File: config.mk
export PLATFORM = sky130hd
export DESIGN_NAME = fdc_host_regs
export DESIGN_NICKNAME = d
export VERILOG_FILES = /design/src/rtl/fdc_pkg.sv /design/src/rtl/fdc_motor_oneshot.sv /design/src/rtl/fdc_sector_buf.sv /design/src/rtl/fdc_offset_calc.sv /design/src/rtl/fdc_xfer_engine.sv /design/src/rtl/fdc_host_regs.sv
export SDC_FILE = /design/constraint.sdc
export NUM_CORES = 2
export LEC_CHECK = 0
export BUFFER_PORTS_ARGS = -buffer_cell sky130_fd_sc_hd__buf_2
export CAP_MARGIN = 20
export CORE_MARGIN = 2
export CORE_UTILIZATION = 65
export CTS_CLUSTER_DIAMETER = 100
export DETAILED_ROUTE_END_ITERATION = 8
export PLACE_DENSITY = 0.81
export SETUP_SLACK_MARGIN = 0.15
export SYNTH_ARGS = -nofsm -noshare
export SYNTH_HDL_FRONTEND = slang
export SYNTH_HIERARCHICAL = 1
export SYNTH_SLANG_ARGS = --single-unit
File: constraint.sdc
create_clock -name clk_i -period 7.65 [get_ports clk_i]
set_input_delay 0 -clock clk_i [delete_from_list [all_inputs] [get_ports clk_i]]
set_output_delay 0 -clock clk_i [all_outputs]
set_load 0.02 [all_outputs]
File: src/rtl/fdc_pkg.sv
package fdc_pkg;
  localparam logic [2:0] OFF_DSEL = 3'd0;
  localparam logic [2:0] OFF_CMD  = 3'd4;
  localparam logic [2:0] OFF_TRK  = 3'd5;
  localparam logic [2:0] OFF_SEC  = 3'd6;
  localparam logic [2:0] OFF_DATA = 3'd7;

  localparam logic [7:0] CMD_RD_A   = 8'h8C;
  localparam logic [7:0] CMD_RD_B   = 8'h9C;
  localparam logic [7:0] CMD_WR     = 8'hAC;
  localparam logic [7:0] CMD_SEEK_A = 8'h18;
  localparam logic [7:0] CMD_SEEK_B = 8'h1B;
  localparam logic [7:0] CMD_HOME   = 8'h0B;

  localparam int ST_BUSY  = 0;
  localparam int ST_DRQ   = 1;
  localparam int ST_WPROT = 6;
  localparam int ST_NRDY  = 7;

  typedef enum logic [1:0] {ENG_IDLE, ENG_FILL, ENG_COMMIT} eng_state_e;
endpackage

File: src/rtl/fdc_motor_oneshot.sv
module fdc_motor_oneshot #(
  parameter int unsigned TICKS = 1000000
) (
  input  logic clk_i,
  input  logic rst_ni,
  input  logic trig_i,
  output logic on_o
);
  localparam int CW = $clog2(TICKS + 1);
  logic [CW-1:0] cnt_q;

  always_ff @(posedge clk_i or negedge rst_ni) begin
    if (!rst_ni)               cnt_q <= '0;
    else if (trig_i)           cnt_q <= CW'(TICKS);
    else if (cnt_q != '0)      cnt_q <= cnt_q - 1'b1;
  end

  assign on_o = (cnt_q != '0);
endmodule

File: src/rtl/fdc_sector_buf.sv
module fdc_sector_buf #(
  parameter int unsigned DEPTH = 256,
  localparam int AW = $clog2(DEPTH)
) (
  input  logic          clk_i,
  input  logic          we_i,
  input  logic [AW-1:0] waddr_i,
  input  logic [7:0]    wdata_i,
  input  logic [AW-1:0] raddr_a_i,
  output logic [7:0]    rdata_a_o,
  input  logic [AW-1:0] raddr_b_i,
  output logic [7:0]    rdata_b_o
);
  logic [7:0] mem [DEPTH];

  always_ff @(posedge clk_i) begin
    if (we_i) mem[waddr_i] <= wdata_i;
  end

  assign rdata_a_o = mem[raddr_a_i];
  assign rdata_b_o = mem[raddr_b_i];
endmodule

File: src/rtl/fdc_offset_calc.sv
module fdc_offset_calc #(
  parameter int unsigned SECT_BYTES    = 256,
  parameter int unsigned SECTS_PER_TRK = 72,
  parameter int unsigned ADDR_W        = 24
) (
  input  logic [7:0]        track_i,
  input  logic [7:0]        sector_i,
  output logic [ADDR_W-1:0] base_o
);
  localparam int SHIFT = $clog2(SECT_BYTES);
  logic [ADDR_W-1:0] lin;

  // sector numbering starts at 1
  assign lin    = ADDR_W'(track_i) * ADDR_W'(SECTS_PER_TRK) + ADDR_W'(sector_i) - ADDR_W'(1);
  assign base_o = lin << SHIFT;
endmodule

File: src/rtl/fdc_xfer_engine.sv
module fdc_xfer_engine
  import fdc_pkg::*;
#(
  parameter int unsigned SECT_BYTES = 256,
  parameter int unsigned ADDR_W     = 24,
  localparam int IDX_W = $clog2(SECT_BYTES)
) (
  input  logic              clk_i,
  input  logic              rst_ni,
  input  logic              start_fill_i,
  input  logic              start_commit_i,
  input  logic [ADDR_W-1:0] base_i,
  output logic              busy_o,
  output logic              stor_req_o,
  output logic              stor_we_o,
  output logic [ADDR_W-1:0] stor_addr_o,
  output logic [IDX_W-1:0]  idx_o,
  output logic              fill_we_o,
  output logic              fill_done_o
);
  localparam logic [IDX_W-1:0] LAST = IDX_W'(SECT_BYTES - 1);

  eng_state_e        state_q;
  logic [IDX_W-1:0]  idx_q;
  logic [ADDR_W-1:0] base_q;

  always_ff @(posedge clk_i or negedge rst_ni) begin
    if (!rst_ni) begin
      state_q <= ENG_IDLE;
      idx_q   <= '0;
      base_q  <= '0;
    end else begin
      unique case (state_q)
        ENG_IDLE: begin
          idx_q <= '0;
          if (start_fill_i) begin
            state_q <= ENG_FILL;
            base_q  <= base_i;
          end else if (start_commit_i) begin
            state_q <= ENG_COMMIT;
            base_q  <= base_i;
          end
        end
        default: begin
          idx_q <= idx_q + 1'b1;
          if (idx_q == LAST) state_q <= ENG_IDLE;
        end
      endcase
    end
  end

  assign busy_o      = (state_q != ENG_IDLE);
  assign stor_req_o  = busy_o;
  assign stor_we_o   = (state_q == ENG_COMMIT);
  assign stor_addr_o = base_q + ADDR_W'(idx_q);
  assign idx_o       = idx_q;
  assign fill_we_o   = (state_q == ENG_FILL);
  assign fill_done_o = fill_we_o && (idx_q == LAST);
endmodule

File: src/rtl/fdc_host_regs.sv
module fdc_host_regs
  import fdc_pkg::*;
#(
  parameter int unsigned NUM_DRIVES    = 4,
  parameter int unsigned SECT_BYTES    = 256,
  parameter int unsigned SECTS_PER_TRK = 72,
  parameter int unsigned ADDR_W        = 24,
  parameter int unsigned MOTOR_TICKS   = 1000000
) (
  input  logic                          clk_i,
  input  logic                          rst_ni,
  input  logic                          bus_sel_i,
  input  logic                          bus_we_i,
  input  logic [2:0]                    bus_addr_i,
  input  logic [7:0]                    bus_wdata_i,
  output logic [7:0]                    bus_rdata_o,
  input  logic [NUM_DRIVES-1:0]         media_present_i,
  input  logic [NUM_DRIVES-1:0]         media_wp_i,
  output logic                          side_o,
  output logic                          motor_on_o,
  output logic                          stor_req_o,
  output logic                          stor_we_o,
  output logic [$clog2(NUM_DRIVES)-1:0] stor_drive_o,
  output logic [ADDR_W-1:0]             stor_addr_o,
  output logic [7:0]                    stor_wdata_o,
  input  logic [7:0]                    stor_rdata_i
);
  localparam int DRV_W = $clog2(NUM_DRIVES);
  localparam int IDX_W = $clog2(SECT_BYTES);
  localparam int CNT_W = IDX_W + 1;
  localparam logic [CNT_W-1:0] CNT_END  = CNT_W'(SECT_BYTES);
  localparam logic [CNT_W-1:0] CNT_LAST = CNT_W'(SECT_BYTES - 1);

  // per-drive state
  logic [7:0]       track_q  [NUM_DRIVES];
  logic [7:0]       sector_q [NUM_DRIVES];
  logic [CNT_W-1:0] cnt_q    [NUM_DRIVES];
  logic [NUM_DRIVES-1:0] busy_q, drq_q;

  // shared state
  logic [DRV_W-1:0]  sel_q, xfer_drv_q;
  logic              side_q, irq_q, wr_pend_q;
  logic [7:0]        prev_stat_q, last_data_q;
  logic [ADDR_W-1:0] wbase_q;

  // decode
  logic rd, wr, hit_dsel, hit_cmd, hit_trk, hit_sec, hit_data;
  assign rd       = bus_sel_i & ~bus_we_i;
  assign wr       = bus_sel_i &  bus_we_i;
  assign hit_dsel = (bus_addr_i == OFF_DSEL);
  assign hit_cmd  = (bus_addr_i == OFF_CMD);
  assign hit_trk  = (bus_addr_i == OFF_TRK);
  assign hit_sec  = (bus_addr_i == OFF_SEC);
  assign hit_data = (bus_addr_i == OFF_DATA);

  logic present, wprot;
  assign present = media_present_i[sel_q];
  assign wprot   = media_wp_i[sel_q];

  // engine / buffer wiring
  logic              eng_busy, fill_we, fill_done, stor_req, stor_we;
  logic [IDX_W-1:0]  eng_idx;
  logic [ADDR_W-1:0] base_now, eng_base, eng_addr;
  logic [7:0]        buf_host_rd, buf_eng_rd;

  logic [CNT_W-1:0] cnt_sel;
  logic [IDX_W-1:0] host_idx;
  logic xfer_open, data_step, last_step, cmd_ok;
  logic is_read, is_write, is_seek, is_home;
  logic start_fill, start_commit;

  assign cnt_sel   = cnt_q[sel_q];
  assign host_idx  = cnt_sel[IDX_W-1:0];
  assign xfer_open = (cnt_sel < CNT_END);
  assign data_step = bus_sel_i & hit_data & ~eng_busy & xfer_open;
  assign last_step = data_step & (cnt_sel == CNT_LAST);

  assign cmd_ok   = wr & hit_cmd & present & ~eng_busy;
  assign is_read  = (bus_wdata_i == CMD_RD_A) || (bus_wdata_i == CMD_RD_B);
  assign is_write = (bus_wdata_i == CMD_WR) && !wprot;
  assign is_seek  = (bus_wdata_i == CMD_SEEK_A) || (bus_wdata_i == CMD_SEEK_B);
  assign is_home  = (bus_wdata_i == CMD_HOME);

  assign start_fill   = cmd_ok & is_read;
  assign start_commit = last_step & bus_we_i & wr_pend_q;
  assign eng_base     = start_fill ? base_now : wbase_q;

  fdc_offset_calc #(
    .SECT_BYTES(SECT_BYTES), .SECTS_PER_TRK(SECTS_PER_TRK), .ADDR_W(ADDR_W)
  ) u_offset (
    .track_i (track_q[sel_q]),
    .sector_i(sector_q[sel_q]),
    .base_o  (base_now)
  );

  fdc_xfer_engine #(.SECT_BYTES(SECT_BYTES), .ADDR_W(ADDR_W)) u_engine (
    .clk_i         (clk_i),
    .rst_ni        (rst_ni),
    .start_fill_i  (start_fill),
    .start_commit_i(start_commit),
    .base_i        (eng_base),
    .busy_o        (eng_busy),
    .stor_req_o    (stor_req),
    .stor_we_o     (stor_we),
    .stor_addr_o   (eng_addr),
    .idx_o         (eng_idx),
    .fill_we_o     (fill_we),
    .fill_done_o   (fill_done)
  );

  logic             buf_we;
  logic [IDX_W-1:0] buf_waddr;
  logic [7:0]       buf_wdata;
  assign buf_we    = fill_we | (data_step & bus_we_i);
  assign buf_waddr = fill_we ? eng_idx : host_idx;
  assign buf_wdata = fill_we ? stor_rdata_i : bus_wdata_i;

  fdc_sector_buf #(.DEPTH(SECT_BYTES)) u_buf (
    .clk_i    (clk_i),
    .we_i     (buf_we),
    .waddr_i  (buf_waddr),
    .wdata_i  (buf_wdata),
    .raddr_a_i(host_idx),
    .rdata_a_o(buf_host_rd),
    .raddr_b_i(eng_idx),
    .rdata_b_o(buf_eng_rd)
  );

  fdc_motor_oneshot #(.TICKS(MOTOR_TICKS)) u_motor (
    .clk_i (clk_i),
    .rst_ni(rst_ni),
    .trig_i(wr & hit_dsel & bus_wdata_i[7]),
    .on_o  (motor_on_o)
  );

  // status composition
  logic [7:0] stat_raw, stat_out;
  always_comb begin
    stat_raw           = '0;
    stat_raw[ST_BUSY]  = busy_q[sel_q];
    stat_raw[ST_DRQ]   = drq_q[sel_q];
    stat_raw[ST_WPROT] = wprot;
    stat_raw[ST_NRDY]  = ~present;
  end
  // DRQ shows alone on the first poll after an idle status
  assign stat_out = (prev_stat_q == 8'h00 && stat_raw == 8'h03) ? 8'h02 : stat_raw;

  always_comb begin
    unique case (bus_addr_i)
      OFF_DSEL: bus_rdata_o = {irq_q, drq_q[sel_q], 6'b0};
      OFF_CMD:  bus_rdata_o = stat_out;
      OFF_TRK:  bus_rdata_o = track_q[sel_q];
      OFF_SEC:  bus_rdata_o = sector_q[sel_q];
      OFF_DATA: bus_rdata_o = (~eng_busy & xfer_open) ? buf_host_rd : 8'h00;
      default:  bus_rdata_o = 8'h00;
    endcase
  end

  always_ff @(posedge clk_i or negedge rst_ni) begin
    if (!rst_ni) begin
      for (int d = 0; d < NUM_DRIVES; d++) begin
        track_q[d]  <= '0;
        sector_q[d] <= 8'd1;
        cnt_q[d]    <= CNT_END;
      end
      busy_q      <= '0;
      drq_q       <= '0;
      sel_q       <= '0;
      xfer_drv_q  <= '0;
      side_q      <= 1'b0;
      irq_q       <= 1'b0;
      wr_pend_q   <= 1'b0;
      prev_stat_q <= 8'h80;
      last_data_q <= '0;
      wbase_q     <= '0;
    end else begin
      if (wr && hit_dsel) begin
        sel_q  <= bus_wdata_i[DRV_W-1:0];
        side_q <= bus_wdata_i[6];
      end
      if (wr && hit_trk)  track_q[sel_q]  <= bus_wdata_i;
      if (wr && hit_sec)  sector_q[sel_q] <= (bus_wdata_i == 8'h00) ? 8'd1 : bus_wdata_i;
      if (wr && hit_data) last_data_q     <= bus_wdata_i;
      if (rd && hit_cmd) begin
        prev_stat_q <= stat_out;
        irq_q       <= 1'b0;
      end

      if (cmd_ok) begin
        if (is_read) begin
          busy_q[sel_q] <= 1'b1;
          drq_q[sel_q]  <= 1'b0;
          cnt_q[sel_q]  <= '0;
          wr_pend_q     <= 1'b0;
          xfer_drv_q    <= sel_q;
          irq_q         <= 1'b0;
        end else if (is_write) begin
          busy_q[sel_q] <= 1'b1;
          drq_q[sel_q]  <= 1'b1;
          cnt_q[sel_q]  <= '0;
          wr_pend_q     <= 1'b1;
          xfer_drv_q    <= sel_q;
          wbase_q       <= base_now;
          irq_q         <= 1'b0;
        end else if (is_seek || is_home) begin
          track_q[sel_q] <= is_home ? 8'h00 : last_data_q;
          busy_q[sel_q]  <= 1'b0;
          drq_q[sel_q]   <= 1'b0;
          irq_q          <= 1'b1;
        end
      end

      if (data_step) cnt_q[sel_q] <= cnt_sel + 1'b1;
      if (last_step) begin
        busy_q[sel_q] <= 1'b0;
        drq_q[sel_q]  <= 1'b0;
        irq_q         <= 1'b1;
        if (bus_we_i) wr_pend_q <= 1'b0;
      end

      if (fill_done) drq_q[xfer_drv_q] <= 1'b1;
    end
  end

  assign side_o       = side_q;
  assign stor_req_o   = stor_req;
  assign stor_we_o    = stor_we;
  assign stor_drive_o = xfer_drv_q;
  assign stor_addr_o  = eng_addr;
  assign stor_wdata_o = buf_eng_rd;
endmodule

==> results_dict.tcl <==
set metrics [dict create \
    timing.final.crit_share_pct 92.15 \
    layout_min_cycle_time_ps 7050 \
    synth-compound-area-share_pct 4.311 \
    crit_cells 12 \
    synth_xor_area_share_pct 0.4092 \
    slowest_stage "a211oi_1" \
    synth_top_area_cell "edfxtp_1" \
    reg2reg_from "sel_q[1]$_DFFE_PN0P_" \
    worst_pin_slew_ps 1332 \
    num-nets-final 6125 \
    clk_path_buf_depth 3 \
    whs_ps -12.95 \
    path_delay_family "multiplexers" \
    core_mm2 0.1670 \
    cts_tree "built" \
    die_x_um 413.8 \
    end_kind "output port" \
    postLayoutCellArea_mm2 0.1192 \
    max_cap_violations 0 \
    yosysTopAreaCellShare_pct 56.34 \
    portBuffers 76 \
    power_density_mw_per_mm2 225.3 \
    worst-r2r-setup-slack_ps 1640 \
    synth_area_mm2 0.1092 \
    cp-start-kind "flip-flop" \
    dr.pass1.iters 9 \
    post_cts_buffers 0 \
    r2r_cells 6 \
    synthArstFlopShare_pct 9.099 \
    syn_avg_cell_area_um2 18.27 \
    io_pins 77 \
    num_vias 66895 \
    violations "hold timing" \
    hold_depth 2 \
    grt.total_usage_pct 38.99 \
    row_count 150 \
    slowest_delay_ps 1070 \
    crit_chain "mux4_4, buf_12, mux4_2, mux4_2, nand2_1, o31ai_1, a211oi_1, a211oi_1, buf_4, a222oi_1, inv_1, buf_2" \
    placed_area_mm2 0.1112 \
    synth-seq-cells 2253 \
    rsz0062_at_grt "no" \
    fmax_mhz 141.9 \
    peakVddDrop_v 0.0002107 \
    synthAdderAreaFrac_pct 0.5364 \
    post-route-drc-count 0 \
    synth-main-ff-cell "edfxtp_1" \
    hold-path-endpoint "u_buf/mem[136][3]$_DFFE_PP_" \
    relSlewSlack_pct 10.69 \
    min-delay-start "stor_rdata_i[3]" \
    drt-initial-drc-count 11831 \
    clk_pin_slew_ps 70 \
    yosysWarnings 6 \
    worst-endpoint-required_ps 7650 \
    reg2reg_to "u_buf/mem[181][2]$_DFFE_PP_" \
    cts_buffers 223 \
    clock_skew_ps 71.45 \
    grt_pass1_wl_mm 472.2 \
    hold_viol_final 5 \
    dieArea_mm2 0.1712 \
    seq_area_frac_synth_pct 61.05 \
    path_max_fanout 64 \
    overflow 0 \
    fp.dieH_um 413.8 \
    cts_sinks 2253 \
    htree_levels 4 \
    cp_num_buf_inv 4 \
    gp_congestion 1.000 \
    grt_max_degree 182 \
    antenna_left 0 \
    grt_pass1_vias 66422 \
    status "finished, violations left" \
    via_per_inst 7.914 \
    totalWireLength_mm 329.2 \
    slew_violations 0 \
    wire_per_inst_um 38.94 \
    synth_edf_count 2048 \
    hpwlAfterDp_mm 203.0 \
    cts_root_buf "clkbuf_16" \
    tns_ps 0 \
    setup_violations 0 \
    synthTopCellsByArea "edfxtp_1, mux4_2, dfrtp_1" \
    synth_cell_types 107 \
    grt_antenna_before_repair 18 \
    p_leak_nw 38.23 \
    synthCells 5976 \
    worst-setup-path-type "reg2out" \
    clk_latency_ps 920 \
    areaGrowthSynthToFinish_pct 9.221 \
    yosys.area_share.simple_pct 4.084 \
    start_util_pct 65.35 \
    worstPathArrival_ps 7050 \
    drive_gt1_share_pct 30.53 \
    muxShareOfSynthArea_pct 26.71 \
    synth_top_family_by_area "multiplexers" \
    min_path_type "in2reg" \
]
where the power goes:
group | internal [mW] | switching [mW]
clock network | 6.23 | 4.93
registers | 13.6 | 0.117
logic | 0.723 | 1.30
cell usage in the layout, fill, tap and decap left out, types with 19 or more instances in the layout:
cell type / instances
edfxtp_1: 2048
dfrtp_1: 189
nor2_1: 352
o22ai_1: 48
a21oi_1: 121
clkinv_1: 48
buf_6: 24
buf_2: 77
nand3_1: 71
a221oi_1: 32
nand2_1: 246
o221ai_1: 66
o21ai_0: 68
clkbuf_1: 40
xor2_1: 19
bufinv_16: 23
mux2_2: 118
nor3_1: 33
a22o_1: 27
dlygate4sd3_1: 28
buf_4: 126
inv_1: 53
a211oi_1: 33
buf_12: 26
clkinv_2: 48
mux2i_1: 309
o2bb2ai_1: 23
nand4_1: 21
xnor2_1: 32
mux4_2: 1075
a22oi_1: 64
ha_1: 42
clkbuf_16: 224
o211ai_1: 19
nor2b_1: 47
kinds of logic (layout without fill, tap and decap cells):
family                   count (synthesis)  in the layout
AO/OA/AOI/OAI                          645            645
XOR/XNOR                                51             51
adder cells (fa/ha/maj)                 45             45
buffers and inverters                  508            765
flip-flops                            2253           2253
multiplexers                          1539           1539
other                                    1             17
AND/OR/NAND/NOR                        934            934
worst register-to-register path: cells and delay by family, from the launching register on:
kind / cells / cell delay (ps)
and+or+nand+nor: 3 / 2590
muxes: 2 / 1560
DFF: 1 / 880
buffers and inverters: 1 / 580
metal layers:
metal | global-route usage, % | up-vias | share of wire, %
met4 | 23.51 | 26 | 7.7
met2 | 59.18 | 6082 | 46
met3 | 11.86 | 1404 | 14
met1 | 50.23 | 34124 | 32
met5 | 0 | - | 0.046
li1 | - | 25259 | -
cell usage after synthesis, drive strengths merged, types with 54 or more instances:
master	count
mux2	151
o221ai	68
inv	54
nor2	368
buf	290
o21ai	82
nand3	73
dfrtp	196
mux2i	309
a21oi	123
nand2	247
edfxtp	2048
mux4	1079
a22oi	64
clkbuf	160
final cells by class:
cell class	count	area, µm²
clock buffers	267	5797
clock inverters	149	1657
diodes	9	22.52
multi-input cells	3222	39540
flip-flops and latches	2253	66660
repair buffers	291	2570
inverters	58	220.2
well taps	2204	2758
fillers	9698	47810
registers in the layout (all words and copies together), names as in the netlist, 4 cells and up:
signal and cells:
u_engine/base_q 24, drq_q 4, u_buf/mem 2048, u_motor/cnt_q 20
prev_stat_q 4, wbase_q 24, last_data_q 8, busy_q 4
sector_q 32, cnt_q 36, track_q 32, u_engine/idx_o 8
metrics by stage:
stage / total power, mW / setup slack [ps] / std cells / utilization, %
after floorplan: 15.30 / 2646 / 5983 / -
after global placement: 15.87 / 1882 / 7955 / 66.43
final: 26.87 / 600.4 / 8453 / 71.38
after CTS: 26.87 / 947.6 / 8419 / 71.20
after detailed placement: 15.90 / 1751 / 7975 / 66.56
after global routing: 27.50 / 510.1 / 8444 / 71.37
how the worst max path moves through the flow:
stage / start / endpoint / slack (ps)
after global routing: sel_q[1]$_DFFE_PN0P_ / bus_rdata_o[6] / 510
final: sel_q[1]$_DFFE_PN0P_ / bus_rdata_o[2] / 600
after global placement: sel_q[1]$_DFFE_PN0P_ / u_buf/mem[132][1]$_DFFE_PP_ / 1880
after CTS: sel_q[1]$_DFFE_PN0P_ / bus_rdata_o[6] / 950
after floorplan: sel_q[0]$_DFFE_PN0P_ / u_engine/base_q[23]$_DFFE_PN0P_ / 2650
after detailed placement: sel_q[1]$_DFFE_PN0P_ / u_buf/mem[133][1]$_DFFE_PP_ / 1750
timing repair:
action,CTS,global route
hold buffers,28,1
gates resized for setup,0,0
endpoints found under the hold margin,359,37
(Power assumes the default switching activity.)
